<file path="src/rtl/irle_pkg.sv">
package irle_pkg;

  typedef enum logic [1:0] {
    ENT_BLOCK  = 2'd0,
    ENT_RLOAD  = 2'd1,
    ENT_RSTORE = 2'd2,
    ENT_IEND   = 2'd3
  } ent_kind_e;

  typedef enum logic [1:0] {
    CLS_INORDER = 2'd0,
    CLS_RLOAD   = 2'd1,
    CLS_RSTORE  = 2'd2,
    CLS_NONE    = 2'd3
  } cnt_class_e;

endpackage

</file>
<file path="src/rtl/irle_run_counter.sv">
module irle_run_counter #(
  parameter int CNT_W = 16
) (
  input  logic             clk,
  input  logic             rst_n,
  input  logic             inc,
  input  logic             clr,
  output logic [CNT_W-1:0] run,
  output logic             wrap_evt
);

  localparam logic [CNT_W-1:0] LAST = '1;
  localparam logic [CNT_W-1:0] PRE_LAST = LAST - 1'b1;

  // the increment that would reach the limit flushes instead
  assign wrap_evt = inc && (run == PRE_LAST);

  always_ff @(posedge clk) begin
    if (!rst_n) begin
      run <= '0;
    end else if (clr) begin
      run <= '0;
    end else if (inc) begin
      run <= wrap_evt ? '0 : run + 1'b1;
    end
  end


  run_step_chk: assert property (@(posedge clk) disable iff (!rst_n)
    (inc && !clr && !wrap_evt) |=> (run == $past(run) + 1'b1));


  run_below_limit_chk: assert property (@(posedge clk) disable iff (!rst_n)
    run != LAST);

endmodule

</file>
<file path="src/rtl/irle_entry_former.sv">
module irle_entry_former
  import irle_pkg::*;
#(
  parameter int ADDR_W = 32,
  parameter int DATA_W = 64,
  parameter int ISN_W  = 8,
  parameter int CNT_W  = 16,
  localparam int PAY_W = ADDR_W + DATA_W + ISN_W,
  localparam int ENT_W = 2 + PAY_W
) (
  input  logic              do_io,
  input  logic              do_rl,
  input  logic              do_rs,
  input  logic              do_end,
  input  logic              wrap_evt,
  input  logic [CNT_W-1:0]  run,
  input  logic [ISN_W-1:0]  cisn,
  input  logic [DATA_W-1:0] value,
  input  logic [ADDR_W-1:0] addr,
  input  logic [ISN_W-1:0]  pisn,
  output logic              ld,
  output logic [ENT_W-1:0]  e0,
  output logic              e1_v,
  output logic [ENT_W-1:0]  e1
);

  localparam logic [CNT_W-1:0] LAST = '1;

  function automatic logic [ISN_W-1:0] f_offset(logic [ISN_W-1:0] cur, logic [ISN_W-1:0] perf);
    return cur - perf;
  endfunction

  function automatic logic [ENT_W-1:0] f_block(logic [CNT_W-1:0] cnt);
    return {ENT_BLOCK, PAY_W'(cnt)};
  endfunction

  function automatic logic [ENT_W-1:0] f_rload(logic [DATA_W-1:0] v);
    return {ENT_RLOAD, PAY_W'(v)};
  endfunction

  function automatic logic [ENT_W-1:0] f_rstore(logic [ADDR_W-1:0] a, logic [DATA_W-1:0] d,
                                               logic [ISN_W-1:0] o);
    return {ENT_RSTORE, a, d, o};
  endfunction

  function automatic logic [ENT_W-1:0] f_iend(logic [ISN_W-1:0] isn);
    return {ENT_IEND, PAY_W'(isn)};
  endfunction

  logic             has_run;
  logic             closing;
  logic [ENT_W-1:0] special;

  assign has_run = (run != '0);
  assign closing = do_rl || do_rs || do_end;

  always_comb begin
    if (do_rl)      special = f_rload(value);
    else if (do_rs) special = f_rstore(addr, value, f_offset(cisn, pisn));
    else            special = f_iend(cisn);
  end

  always_comb begin
    ld   = 1'b0;
    e0   = '0;
    e1_v = 1'b0;
    e1   = '0;
    if (do_io && wrap_evt) begin
      ld = 1'b1;
      e0 = f_block(LAST);
    end else if (closing) begin
      ld = 1'b1;
      if (has_run) begin
        e0   = f_block(run);
        e1_v = 1'b1;
        e1   = special;
      end else begin
        e0 = special;
      end
    end
  end

endmodule

</file>
<file path="src/rtl/irle_out_stage.sv">
module irle_out_stage #(
  parameter int ENT_W = 106
) (
  input  logic             clk,
  input  logic             rst_n,
  input  logic             ld,
  input  logic [ENT_W-1:0] e0,
  input  logic             e1_v,
  input  logic [ENT_W-1:0] e1,
  input  logic             log_ready,
  output logic             log_valid,
  output logic [ENT_W-1:0] log_entry,
  output logic             idle
);

  logic             head_v, tail_v;
  logic [ENT_W-1:0] head, tail;

  always_ff @(posedge clk) begin
    if (!rst_n) begin
      head_v <= 1'b0;
      tail_v <= 1'b0;
      head   <= '0;
      tail   <= '0;
    end else if (ld) begin
      head_v <= 1'b1;
      head   <= e0;
      tail_v <= e1_v;
      tail   <= e1;
    end else if (head_v && log_ready) begin
      head_v <= tail_v;
      head   <= tail;
      tail_v <= 1'b0;
    end
  end

  assign log_valid = head_v;
  assign log_entry = head;
  assign idle      = !head_v && !tail_v;


  hold_while_stalled_chk: assert property (@(posedge clk) disable iff (!rst_n)
    (head_v && !log_ready) |=> (head_v && $stable(head)));


  tail_behind_head_chk: assert property (@(posedge clk) disable iff (!rst_n)
    tail_v |-> head_v);


  load_only_when_empty_chk: assert property (@(posedge clk) disable iff (!rst_n)
    ld |-> !head_v);

endmodule

</file>
<file path="src/rtl/interval_log_encoder.sv">
module interval_log_encoder
  import irle_pkg::*;
#(
  parameter int ADDR_W = 32,
  parameter int DATA_W = 64,
  parameter int ISN_W  = 8,
  parameter int CNT_W  = 16,
  localparam int ENT_W = 2 + ADDR_W + DATA_W + ISN_W
) (
  input  logic              clk,
  input  logic              rst_n,
  input  logic              cnt_valid,
  input  logic [1:0]        cnt_class,
  input  logic [DATA_W-1:0] cnt_value,
  input  logic [ADDR_W-1:0] cnt_addr,
  input  logic [ISN_W-1:0]  cnt_pisn,
  input  logic              iend_req,
  output logic              in_ready,
  output logic              log_valid,
  input  logic              log_ready,
  output logic [ENT_W-1:0]  log_entry,
  output logic [ISN_W-1:0]  cur_isn
);

  logic             idle;
  logic             acc_end, acc_cnt;
  logic             do_io, do_rl, do_rs, do_nop;
  logic             wrap_evt;
  logic [CNT_W-1:0] run;
  logic             ld, e1_v;
  logic [ENT_W-1:0] e0, e1;
  cnt_class_e       cls;

  assign cls      = cnt_class_e'(cnt_class);
  assign in_ready = idle;
  // an interval end outranks a count offered in the same cycle
  assign acc_end  = iend_req && idle;
  assign acc_cnt  = cnt_valid && idle && !iend_req;
  assign do_io    = acc_cnt && (cls == CLS_INORDER);
  assign do_rl    = acc_cnt && (cls == CLS_RLOAD);
  assign do_rs    = acc_cnt && (cls == CLS_RSTORE);
  assign do_nop   = acc_cnt && (cls == CLS_NONE);

  always_ff @(posedge clk) begin
    if (!rst_n)       cur_isn <= '0;
    else if (acc_end) cur_isn <= cur_isn + 1'b1;
  end

  irle_run_counter #(.CNT_W(CNT_W)) run_i (
    .clk      (clk),
    .rst_n    (rst_n),
    .inc      (do_io),
    .clr      (acc_end || do_rl || do_rs),
    .run      (run),
    .wrap_evt (wrap_evt)
  );

  irle_entry_former #(
    .ADDR_W(ADDR_W), .DATA_W(DATA_W), .ISN_W(ISN_W), .CNT_W(CNT_W)
  ) form_i (
    .do_io    (do_io),
    .do_rl    (do_rl),
    .do_rs    (do_rs),
    .do_end   (acc_end),
    .wrap_evt (wrap_evt),
    .run      (run),
    .cisn     (cur_isn),
    .value    (cnt_value),
    .addr     (cnt_addr),
    .pisn     (cnt_pisn),
    .ld       (ld),
    .e0       (e0),
    .e1_v     (e1_v),
    .e1       (e1)
  );

  irle_out_stage #(.ENT_W(ENT_W)) out_i (
    .clk       (clk),
    .rst_n     (rst_n),
    .ld        (ld),
    .e0        (e0),
    .e1_v      (e1_v),
    .e1        (e1),
    .log_ready (log_ready),
    .log_valid (log_valid),
    .log_entry (log_entry),
    .idle      (idle)
  );


  no_empty_block_chk: assert property (@(posedge clk) disable iff (!rst_n)
    (log_valid && (ent_kind_e'(log_entry[ENT_W-1 -: 2]) == ENT_BLOCK))
      |-> (log_entry[CNT_W-1:0] != '0));


  isn_advance_chk: assert property (@(posedge clk) disable iff (!rst_n)
    acc_end |=> (cur_isn == $past(cur_isn) + 1'b1));


  nop_silent_chk: assert property (@(posedge clk) disable iff (!rst_n)
    do_nop |=> !log_valid);


  reorder_emits_chk: assert property (@(posedge clk) disable iff (!rst_n)
    (do_rl || do_rs) |=> log_valid);

endmodule

</file>
<file path="config.mk">
export PLATFORM = sky130hd
export DESIGN_NAME = interval_log_encoder
export DESIGN_NICKNAME = d
export VERILOG_FILES = /design/src/rtl/irle_pkg.sv /design/src/rtl/irle_run_counter.sv /design/src/rtl/irle_entry_former.sv /design/src/rtl/irle_out_stage.sv /design/src/rtl/interval_log_encoder.sv
export SDC_FILE = /design/constraint.sdc
export NUM_CORES = 1
export LEC_CHECK = 0
export CAP_MARGIN = 30
export CORE_ASPECT_RATIO = 0.6
export CORE_MARGIN = 3
export CORE_UTILIZATION = 45
export CTS_CLUSTER_SIZE = 16
export DETAILED_ROUTE_END_ITERATION = 8
export PLACE_DENSITY = 0.72
export SLEW_MARGIN = 30
export SYNTH_ARGS = -nofsm -noshare
export SYNTH_HDL_FRONTEND = slang
export SYNTH_SLANG_ARGS = --single-unit
</file>
<file path="constraint.sdc">
create_clock -name clk -period 2.95 [get_ports clk]
set_input_delay 0.59 -clock clk [delete_from_list [all_inputs] [get_ports clk]]
set_output_delay 0.59 -clock clk [all_outputs]
set_load 0.05 [all_outputs]
</file>
==> flow_summary_export.csv, run 1 <==
group,metric,value,unit
clock_tree,h-tree-depth,1,
power_and_ir_drop,power_leakage,4.99,nW
cells_and_area,finalNonFillerCells,1778,
clock_tree,clk_latency,0.51,ns
route,wirelength,34.9,mm
route,ant_nets,0,
cells_and_area,layout.nets,1579,
die,die_area,0.0257,mm2
timing,maxSlewHeadroom,55.9,%
route,drcViolationCount,0,
setup_path,path_class,"reg2reg",
timing,rsz0062_at_grt,"no",
yosys,avgSynthCellArea,8.41,um2
grt,overflow,0,
timing,clock_skew,0.0111,ns
timing,period_share,90.9,%
yosys,synthArstFlopShare,0,%
grt,grt_max_degree,91,
die,row_count,42,
clock_tree,cts.path.max_buffers,3,
setup_path,worstPathRequired,3.35,ns
clock_tree,tritoncts,"built",
grt,antenna_found_initial,0,
power_and_ir_drop,vdd_drop_max,391,uV
clock_tree,clock_sinks,238,
clock_tree,ctsResizeCount,0,
yosys,synthFlopType,"dfxtp_1",
place,place_inst,1738,
grt,track_usage,25.8,%
clock_tree,clkTransAtPathRegs,0.07,ns
route,dr.first_iter.drc_count,1110,
setup_path,critPathCaptureType,"register",
route,num_vias,10500,
clock_tree,clockRootBuffer,"clkbuf_16",
yosys,yosysWarnings,0,
yosys,yosysSeqAreaShare,44.6,%
flow_run,max-cap-violations,0,
timing,hold_viol_final,0,
timing,fin_tns_setup,0,ns
yosys,syn_inst,1269,
timing,finalSetupViolations,0,
yosys,synth_cell_types,61,
grt,grt_pass1_wl,54.5,mm
outcome,outcome,"completed",
route,avgRoutedWirePerCell,19.6,um
timing,slew_viol_final,0,
cells_and_area,syn_to_final_growth,32.6,%
clock_tree,cts_buffers,23,
die,die_y,125,um
die,initial_utilization,47.1,%
place,port_buffers,226,
power_and_ir_drop,pwr_density_cell,589,mW/mm2
die,die_w,205,um
timing,min_period,2.68,ns
timing,fmax,0.373,GHz
route,routed_via_density,5.91,
place,place.gp.congestion,0.854,
clock_tree,hold_buffers,0,
yosys,syn-cell-area,0.0107,mm2
setup_path,cp.arrival,3.08,ns
yosys,synth-edff-count,0,
power_and_ir_drop,fin_total_pwr,8.34,mW
route,firstDrtPassIters,6,
cells_and_area,n_antenna_cell,0,
grt,first_global_vias,9664,
setup_path,path_max_fanout,5,
timing,worst_pin_slew,0.662,ns
min_path,hp-class,"in2reg",
die,core,0.0226,mm2
cells_and_area,layout-drive-gt1-share,7.35,%
clock_tree,postCtsSetupBuffers,0,
yosys,synth_fp_nets,1393,
yosys,synth_seq_cells,238,
place,dp_hpwl,22.9,mm
die,io_pins,227,
setup_path,start_kind,"register",
layout make-up:
| class | instances | area, um2 |
|---|---|---|
| Clock inverter | 6 | 67.6 |
| Tap cell | 308 | 385 |
| Timing Repair Buffer | 281 | 2890 |
| Inverter | 14 | 52.6 |
| Fill cell | 1945 | 8500 |
| Multi-Input combinational cell | 897 | 5310 |
| Clock buffer | 34 | 687 |
| Sequential cell | 238 | 4760 |
metal layers:
| metal | track usage (%) | up-vias | share of wire (%) |
|---|---|---|---|
| li1 | - | 4973 | - |
| met1 | 40.1 | 4987 | 47 |
| met2 | 37.4 | 499 | 42 |
| met3 | 5.01 | 45 | 9.4 |
| met4 | 4.41 | 0 | 1.5 |
| met5 | 0 | - | 0 |
worst max-delay path: stages (launching register included):
cell and delay, ns:
dfxtp_1 0.41, inv_1 0.17, ha_1 0.16, inv_1 0.05, fa_1 0.40, a21o_1 0.18
a21oi_1 0.20, o21bai_1 0.11, a2111o_1 0.41, o21ai_1 0.12, nor3_1 0.08, o311a_1 0.29
power breakdown:
part           internal [mW]  leakage [nW]  switching (mW)
Clock                   1.70         0.371            1.26
Sequential              3.37          1.94           0.102
Combinational          0.672          2.68            1.23
Total                   5.74          4.99            2.60
placed cells by master, fill, tap and decap left out, types with 4 or more instances in the layout:
master / instances
a21oi_1: 122
a22o_1: 56
a22oi_1: 68
a31oi_1: 5
a32oi_1: 32
and2_1: 10
buf_12: 17
buf_4: 39
clkbuf_1: 4
clkbuf_16: 23
clkbuf_8: 7
clkdlybuf4s50_1: 225
dfxtp_1: 238
ha_1: 12
inv_1: 13
nand2_1: 103
nand3_1: 53
nand4_1: 9
nor2_1: 93
nor2b_1: 46
nor3_1: 6
o211ai_1: 9
o21ai_0: 162
o21ai_1: 23
xnor2_1: 13
xor2_1: 14
synth_stat cells (all sizes together), types with 2 or more instances:
cell | count | area [um2]
a22oi | 68 | 510
o31ai | 2 | 15.0
nor4 | 3 | 18.8
nand3 | 53 | 265
o311a | 3 | 30.0
nand4 | 9 | 56.3
o211ai | 9 | 67.6
xor2 | 14 | 123
nor2 | 96 | 377
a32oi | 32 | 280
ha | 12 | 150
o221a | 3 | 33.8
a21oi | 122 | 611
and4 | 3 | 26.3
mux2i | 2 | 20.0
o21ai | 187 | 943
dfxtp | 238 | 4760
nor3 | 6 | 30.0
a21o | 3 | 22.5
nor3b | 2 | 31.3
a22o | 56 | 490
a211oi | 2 | 15.0
clkbuf | 72 | 270
o21a | 2 | 15.0
and3 | 2 | 12.5
nor2b | 46 | 288
inv | 14 | 52.6
buf | 48 | 307
nand2b | 3 | 18.8
nand2 | 106 | 408
o22a | 3 | 26.3
a31oi | 5 | 31.3
o22ai | 2 | 12.5
xnor2 | 13 | 114
and2 | 11 | 68.8
through the flow:
stage,setup slack (ns),utilization (%),cell area [um2],hold slack [ns]
floorplan,0.316,-,10700,0.432
global placement,-0.181,59.2,13400,0.442
global route,0.109,62.5,14200,0.364
detailed placement,-0.212,59.2,13400,0.443
CTS,0.294,62.5,14200,0.367
finish,0.270,62.5,14200,0.393
flip-flops by register name, summed over array words and instances, names as in the netlist:
register         count
out_i.tail         106
run_i.run           16
out_i.log_entry    106
cur_isn              8
out_i.log_valid      1
out_i.tail_v         1
logic make-up after synthesis:
group | count (synthesis) | synth area share [%]
DFF | 238 | 44.6
and+or+nand+nor | 346 | 15.5
xor gates and xnor gates | 27 | 2.22
buffers and inverters | 134 | 5.90
AOI/OAI and AO/OA | 509 | 29.9
muxes | 2 | 0.188
adders and majority gates | 13 | 1.59
worst paths after layout:
path	start	to	slack, ns	cells after the start
max	cur_isn[0]	out_i.log_entry[6]	0.27	11
min	rst_n	out_i.log_entry[0]	0.39	3
max reg2reg	cur_isn[0]	out_i.log_entry[6]	0.27	11
min reg2reg	out_i.tail[9]	out_i.log_entry[9]	0.46	2
(Power assumes the default switching activity.)
==> run 2: changes to the inputs <==
--- a/config.mk
+++ b/config.mk
@@ -7,7 +7,6 @@
 export LEC_CHECK = 0
 export CAP_MARGIN = 30
 export CORE_ASPECT_RATIO = 0.6
-export CORE_MARGIN = 3
 export CORE_UTILIZATION = 45
 export CTS_CLUSTER_SIZE = 16
 export DETAILED_ROUTE_END_ITERATION = 8
==> flow_summary_export.csv, run 2 (synthesis gave the netlist of run 1 again) <==
group,metric,value,unit
clock_tree,hold_buffers,0,
die,row_count,43,
route,ant_nets,0,
route,avgRoutedWirePerCell,18.9,um
route,drcViolationCount,0,
timing,fmax,0.375,GHz
cells_and_area,syn_to_final_growth,32.5,%
grt,antenna_found_initial,0,
route,dr.first_iter.drc_count,1100,
die,die_y,121,um
clock_tree,cts_buffers,23,
setup_path,r2r_cells,11,
die,core,0.0232,mm2
setup_path,start_kind,"input pin",
route,wirelength,33.8,mm
min_path,hp-class,"reg2reg",
setup_path,path_class,"in2reg",
setup_path,critPathMaxStageDelay,0.48,ns
cells_and_area,n_antenna_cell,0,
grt,grt_pass1_wl,53.0,mm
power_and_ir_drop,p_comb_share,23.2,%
power_and_ir_drop,p_clk_share,34.4,%
cells_and_area,nFillCells,2048,
route,routed_via_density,5.89,
clock_tree,clk_latency,0.51,ns
clock_tree,clockRootBuffer,"clkbuf_16",
clock_tree,clkTransAtPathRegs,0.07,ns
timing,finalSetupViolations,0,
grt,track_usage,26.8,%
setup_path,reg2reg_from,"cur_isn[0]",
clock_tree,postCtsSetupBuffers,0,
power_and_ir_drop,p_seq_share,42.3,%
power_and_ir_drop,pwr_density_cell,578,mW/mm2
power_and_ir_drop,switching_share,31.7,%
timing,rsz0062_at_grt,"no",
route,num_vias,10500,
cells_and_area,layout-drive-gt1-share,7.40,%
timing,hold_viol_final,0,
grt,overflow,0,
setup_path,path_delay_family,"compound AO/OA/AOI/OAI gates",
power_and_ir_drop,internal_power,5.59,mW
setup_path,cp.arrival,3.06,ns
timing,min_period,2.67,ns
die,initial_utilization,46.0,%
setup_path,path_max_fanout,2,
clock_tree,tritoncts,"built",
power_and_ir_drop,switchingPower,2.60,mW
grt,first_global_vias,9662,
die,die_w,201,um
clock_tree,clock_sinks,238,
timing,clock_skew,0.00963,ns
grt,grt_max_degree,78,
cells_and_area,layout.nets,1580,
clock_tree,h-tree-depth,1,
setup_path,timing.rr.end,"out_i.log_entry[6]",
place,place.gp.congestion,0.848,
setup_path,worst-path-stages,11,
min_path,min_to,"out_i.tail[3]",
place,dp_hpwl,22.1,mm
timing,worst_pin_slew,0.595,ns
cells_and_area,layout_common_cells,"238 x dfxtp_1, 225 x clkdlybuf4s50_1, 162 x o21ai_0, 122 x a21oi_1, 103 x nand2_1",
power_and_ir_drop,power_leakage,4.98,nW
die,io_pins,227,
cells_and_area,final_common_cell,"dfxtp_1",
timing,maxSlewHeadroom,60.2,%
setup_path,worstPathRequired,3.35,ns
outcome,outcome,"completed",
setup_path,path_cells,"clkdlybuf4s50_1 -> ha_1 -> inv_1 -> fa_1 -> a21o_1 -> a21oi_1 -> o21bai_1 -> a2111o_1 -> o21ai_1 -> nor3_1 -> o311a_1",
die,die_area,0.0244,mm2
clock_tree,ctsResizeCount,0,
timing,period_share,90.4,%
setup_path,rrSetupSlack,0.42,ns
route,firstDrtPassIters,5,
timing,whs,0.457,ns
setup_path,critPathBufInv,2,
clock_tree,cts.path.max_buffers,3,
setup_path,cp_slowest_cell,"clkdlybuf4s50_1",
setup_path,critPathCaptureType,"register",
min_path,hold_path_depth,2,
place,port_buffers,226,
power_and_ir_drop,vdd_drop_max,449,uV
timing,slew_viol_final,0,
power_and_ir_drop,fin_total_pwr,8.18,mW
flow_run,max-cap-violations,0,
min_path,worstHoldStart,"out_i.tail[3]",
## run 2: cell count changes in the layout (fill, tap and decap cells not counted), sizes merged
cell,before,now
inv,16,15
bufinv,1,0
buf,56,57
clkinv,2,7
clkbuf,34,32
## run 2: power groups by stage
stage                     Clock, mW  Combinational, mW  Sequential (mW)
after floorplan                   0              0.627             4.03
after global placement            0               1.88             3.53
after detailed placement          0               1.88             3.53
after CTS                      2.85               1.89             3.46
after global routing           2.99               2.01             3.48
final                          2.82               1.90             3.46
## run 2: tightest hold or removal path: stages (launching register included)
cell and delay [ns]:
dfxtp_1 0.31, nand3_1 0.06, o21ai_1 0.05
## run 2: cell type report
cell class / count / area (um2) / area share [%]
clock buffer: 32 / 649 / 4.59
tap: 315 / 394 / 2.79
inverter: 14 / 52.6 / 0.372
timing repair buffer: 282 / 2920 / 20.6
sequential: 238 / 4760 / 33.7
multi-input combinational: 897 / 5310 / 37.5
clock inverter: 9 / 55.1 / 0.389
## run 2: how the worst max path moves through the flow
stage | start | to | slack [ns]
2_1_floorplan | cur_isn[0] | out_i.log_entry[6] | 0.32
3_3_place_gp | cnt_pisn[0] | out_i.log_entry[6] | -0.23
3_5_place_dp | cnt_pisn[0] | out_i.log_entry[6] | -0.19
5_1_grt | cnt_pisn[0] | out_i.log_entry[6] | 0.18
6_report | cnt_pisn[0] | out_i.log_entry[6] | 0.28
4_1_cts | cnt_pisn[0] | out_i.log_entry[6] | 0.31
## run 2: metrics by stage
stage	instances	setup WS, ns	instance area (um2)	setup TNS (ns)	utilization, %
after global routing	1787	0.177	14100	0	61.0
final	1787	0.284	14100	0	61.0
after floorplan	1269	0.316	10700	0	-
after global placement	1746	-0.227	13400	-0.537	58.0
after CTS	1787	0.310	14100	0	61.0
after detailed placement	1746	-0.192	13400	-1.97	58.0
## run 2: routing by layer
| layer | vias up | track usage (%) | routed length [um] |
|---|---|---|---|
| met5 | - | 0 | 0 |
| met4 | 0 | 5.87 | 640 |
| met3 | 57 | 4.35 | 2930 |
| met2 | 519 | 38.5 | 14100 |
| met1 | 4999 | 41.4 | 16100 |
| li1 | 4959 | - | - |
